--- src/rtl/rv_int_exec.sv ---
module rv_int_exec #(
  parameter int XLEN = 32,
  parameter int UIW  = 20
) (
  input  logic [6:0]      opcode,
  input  logic [2:0]      funct3,
  input  logic [6:0]      funct7,
  input  logic [XLEN-1:0] op_a,
  input  logic [XLEN-1:0] op_b,
  input  logic [UIW-1:0]  upper_imm,
  input  logic [XLEN-1:0] pc,
  output logic [XLEN-1:0] result,
  output logic            valid
);
  localparam int SHW = $clog2(XLEN);
  localparam int LOW = XLEN - UIW;
  localparam logic [6:0] OPC_REG = 7'b0110011;
  localparam logic [6:0] OPC_IMM = 7'b0010011;
  localparam logic [6:0] OPC_LUI = 7'b0110111;
  localparam logic [6:0] OPC_AUI = 7'b0010111;
  localparam logic [6:0] F7_BASE = 7'b0000000;
  localparam logic [6:0] F7_ALT  = 7'b0100000;

  logic            is_reg, is_imm, alt, base;
  logic [SHW-1:0]  shamt;
  logic [XLEN-1:0] upper, raw;
  logic            ok;

  assign is_reg = opcode == OPC_REG;
  assign is_imm = opcode == OPC_IMM;
  assign alt    = funct7 == F7_ALT;
  assign base   = funct7 == F7_BASE;
  assign shamt  = op_b[SHW-1:0];
  assign upper  = {upper_imm, {LOW{1'b0}}};

  always_comb begin
    raw = '0;
    ok  = 1'b0;
    if (is_reg || is_imm) begin
      unique case (funct3)
        3'b000: begin
          if (is_reg && alt) raw = op_a - op_b;
          else               raw = op_a + op_b;
          ok = is_imm || base || alt;
        end
        3'b001: begin
          raw = op_a << shamt;
          ok  = base;
        end
        3'b010: begin
          raw = {{(XLEN-1){1'b0}}, $signed(op_a) < $signed(op_b)};
          ok  = is_imm || base;
        end
        3'b011: begin
          raw = {{(XLEN-1){1'b0}}, op_a < op_b};
          ok  = is_imm || base;
        end
        3'b100: begin
          raw = op_a ^ op_b;
          ok  = is_imm || base;
        end
        3'b101: begin
          if (alt) raw = $unsigned($signed(op_a) >>> shamt);
          else     raw = op_a >> shamt;
          ok = base || alt;
        end
        3'b110: begin
          raw = op_a | op_b;
          ok  = is_imm || base;
        end
        default: begin
          raw = op_a & op_b;
          ok  = is_imm || base;
        end
      endcase
    end else if (opcode == OPC_LUI) begin
      raw = upper;
      ok  = 1'b1;
    end else if (opcode == OPC_AUI) begin
      raw = upper + pc;
      ok  = 1'b1;
    end
  end

  assign valid  = ok;
  assign result = ok ? raw : '0;
endmodule

--- config.mk ---
export PLATFORM = sky130hd
export DESIGN_NAME = rv_int_exec
export DESIGN_NICKNAME = d
export VERILOG_FILES = /design/src/rtl/rv_int_exec.sv
export SDC_FILE = /design/constraint.sdc
export NUM_CORES = 1
export LEC_CHECK = 0
export BUFFER_PORTS_ARGS = -buffer_cell sky130_fd_sc_hd__clkbuf_2
export CORE_UTILIZATION = 56
export DETAILED_ROUTE_END_ITERATION = 12
export PLACE_DENSITY_LB_ADDON = 0.25
export SYNTH_ARGS = -nofsm -noshare
export SYNTH_HDL_FRONTEND = slang
export SYNTH_SLANG_ARGS = --single-unit
--- constraint.sdc ---
create_clock -name vclk -period 5.9
set_clock_uncertainty 0.2 [all_clocks]
set_input_delay 0.59 -clock vclk [all_inputs]
set_output_delay 0.59 -clock vclk [all_outputs]
set_load 0.005 [all_outputs]
==> out/qor.csv <==
stage,metric,value,unit
clock_tree,cts_hold_buf,0,
drt,avgRoutedWirePerCell,26.5,µm
cells_and_area,mostFrequentLayoutCell,nor2_1,
cells_and_area,regArea,0,µm²
sta,fmax,0.202,GHz
synthesis,synth_area,0.0102,mm²
floorplanning,die_area,0.0188,mm²
sta,slew_viol_final,0,
drt,drcViolationCount,0,
sta,setup_viol,0,
drt,vias,13000,
drt,vias_per_cell,7.29,
cells_and_area,final_cells,1780,
drt,drt-initial-drc-count,2126,
grt,grt_pass1_vias,11700,
floorplanning,ios,166,
synthesis,synthTopCellsByArea,"ha_1, mux4_2, a21oi_1",
critical_path,critPathMaxStageDelay,0.82,ns
drt,drt-total-wl,47.2,mm
grt,grt_overflow,0,
critical_path,crit_path_top_delay_cell,and3_1,
grt,grt_max_degree,69,
cells_and_area,nFillCells,1732,
grt,grt_pass1_wl,68.9,mm
floorplanning,die_y,137,µm
clock_tree,cts_setup_buffers,0,
cells_and_area,final_cell_area,0.0110,mm²
sta,hold_viol,0,
critical_path,critPathBufInv,2,
cells_and_area,synthToLayoutAreaGrowth,7.92,%
critical_path,cpLargestDelayFamily,simple AND/OR/NAND/NOR gates,
floorplanning,die_w,137,µm
synthesis,yosysUniqueCellTypes,99,
critical_path,cp_max_fo,18,
drt,drtPass1Iterations,7,
sta,rsz0062_at_grt,false,
cells_and_area,drive_gt1_frac,0.188,
synthesis,yosysTopAreaCell,ha_1,
synthesis,syn_area_per_cell,6.99,µm²
placement,dp_hpwl,37.2,mm
critical_path,startpoint_type,primary input,
cells_and_area,nFlopsAndLatches,0,
critical_path,endpoint_kind,output port,
grt,grt_usage,0.490,
grt,antenna_found_initial,1,
sta,setup_tns,0,ns
placement,placed_cells,1779,
synthesis,yosys_warnings,0,
floorplanning,floorplan.initialDensity,0.570,
status,outcome,finished clean,
clock_tree,cts_resized,0,
floorplanning,coreArea,0.0180,mm²
synthesis,ys_seq_area_frac,0,
cells_and_area,nets,1804,
worst_hold_path,hp-class,primary input to output port,
drt,drtAntennaViolNets,0,
critical_path,critPathRequiredTime,5.11,ns
synthesis,postSynthCellCount,1465,
critical_path,crit_type,primary input to output port,
sta,period_minus_slack,4.94,ns
cells_and_area,final_cell_mix,"nor2_1, clkbuf_2, a21oi_1",
sta,post-route-period-util,0.838,
sta,worstMarginPinSlew,0.894,ns
cells_and_area,clockBufferCount,0,
floorplanning,rows,49,
synthesis,syn_nets,1717,
placement,postPlaceCellArea,0.0110,mm²
flow_run,max_cap_violations,0,
synthesis,synth_largest_type_area_fraction,0.142,
critical_path,cp_cell_sequence,"clkbuf_2, nor4_2, and3_1, and3_1, nor3_1, o31ai_1, o31ai_1, xnor2_1, a21oi_1, a2111oi_0, clkbuf_2",
sta,maxSlewHeadroom,0.404,
placement,portBuffers,166,
critical_path,crit_arrival,4.15,ns
placement,gp_congestion,1.09,
-- layer usage --
metal	part of all wire	track usage	up-vias
li1	-	-	5700
met1	0.37	0.621	5886
met2	0.42	0.750	1125
met5	0	0	-
met4	0.075	0.297	0
met3	0.13	0.116	258
-- final timing paths --
check	end	from	cells after the start
min	result[3]	pc[3]	4
max	result[14]	funct7[3]	11
-- cell families (layout without fill, tap and decap cells) --
logic type	Yosys count	after routing	synth area share
buffers and inverters	213	298	0.0912
AND/OR/NAND/NOR	439	439	0.198
other	0	1	0
adder cells (fa/ha/maj)	119	119	0.148
XOR/XNOR	33	33	0.0282
AO/OA/AOI/OAI	547	547	0.359
multiplexers	114	114	0.176
-- tightest hold or removal path, cell delays in order --
cell and delay, ns:
clkbuf_2 0.08, nand2_1 0.04, a21oi_1 0.05, clkbuf_2 0.11
-- stage by stage --
stage          worst slack (ns)  hold slack (ns)  utilization
3_3_place_gp              0.914             1.26        0.615
6_report                  0.958             1.26        0.615
2_1_floorplan              1.68             1.08            -
5_1_grt                   0.796             1.29        0.615
4_1_cts                    1.06             1.26        0.615
3_5_place_dp               1.07             1.26        0.615
-- layout make-up --
| type | count | area [µm²] | area share |
|---|---|---|---|
| multi-input combinational | 1252 | 9330 | 0.844 |
| timing repair buffer | 193 | 1040 | 0.0938 |
| inverter | 105 | 399 | 0.0361 |
| tap | 229 | 287 | 0.0259 |
| antenna | 1 | 2.50 | 0.000226 |
-- cells in the mapped netlist, drive strengths merged (12+ instances only) --
cell,number
o21bai,15
mux2i,56
o21ai,100
and3,12
a211oi,29
nor2,171
o211ai,22
mux4,52
inv,103
o21a,13
buf,51
a21o,35
a221oi,27
a21oi,164
nor3,34
ha,116
xnor2,25
nand2,108
nand3,35
nand2b,12
a31oi,16
o221ai,13
nand4,16
clkbuf,57
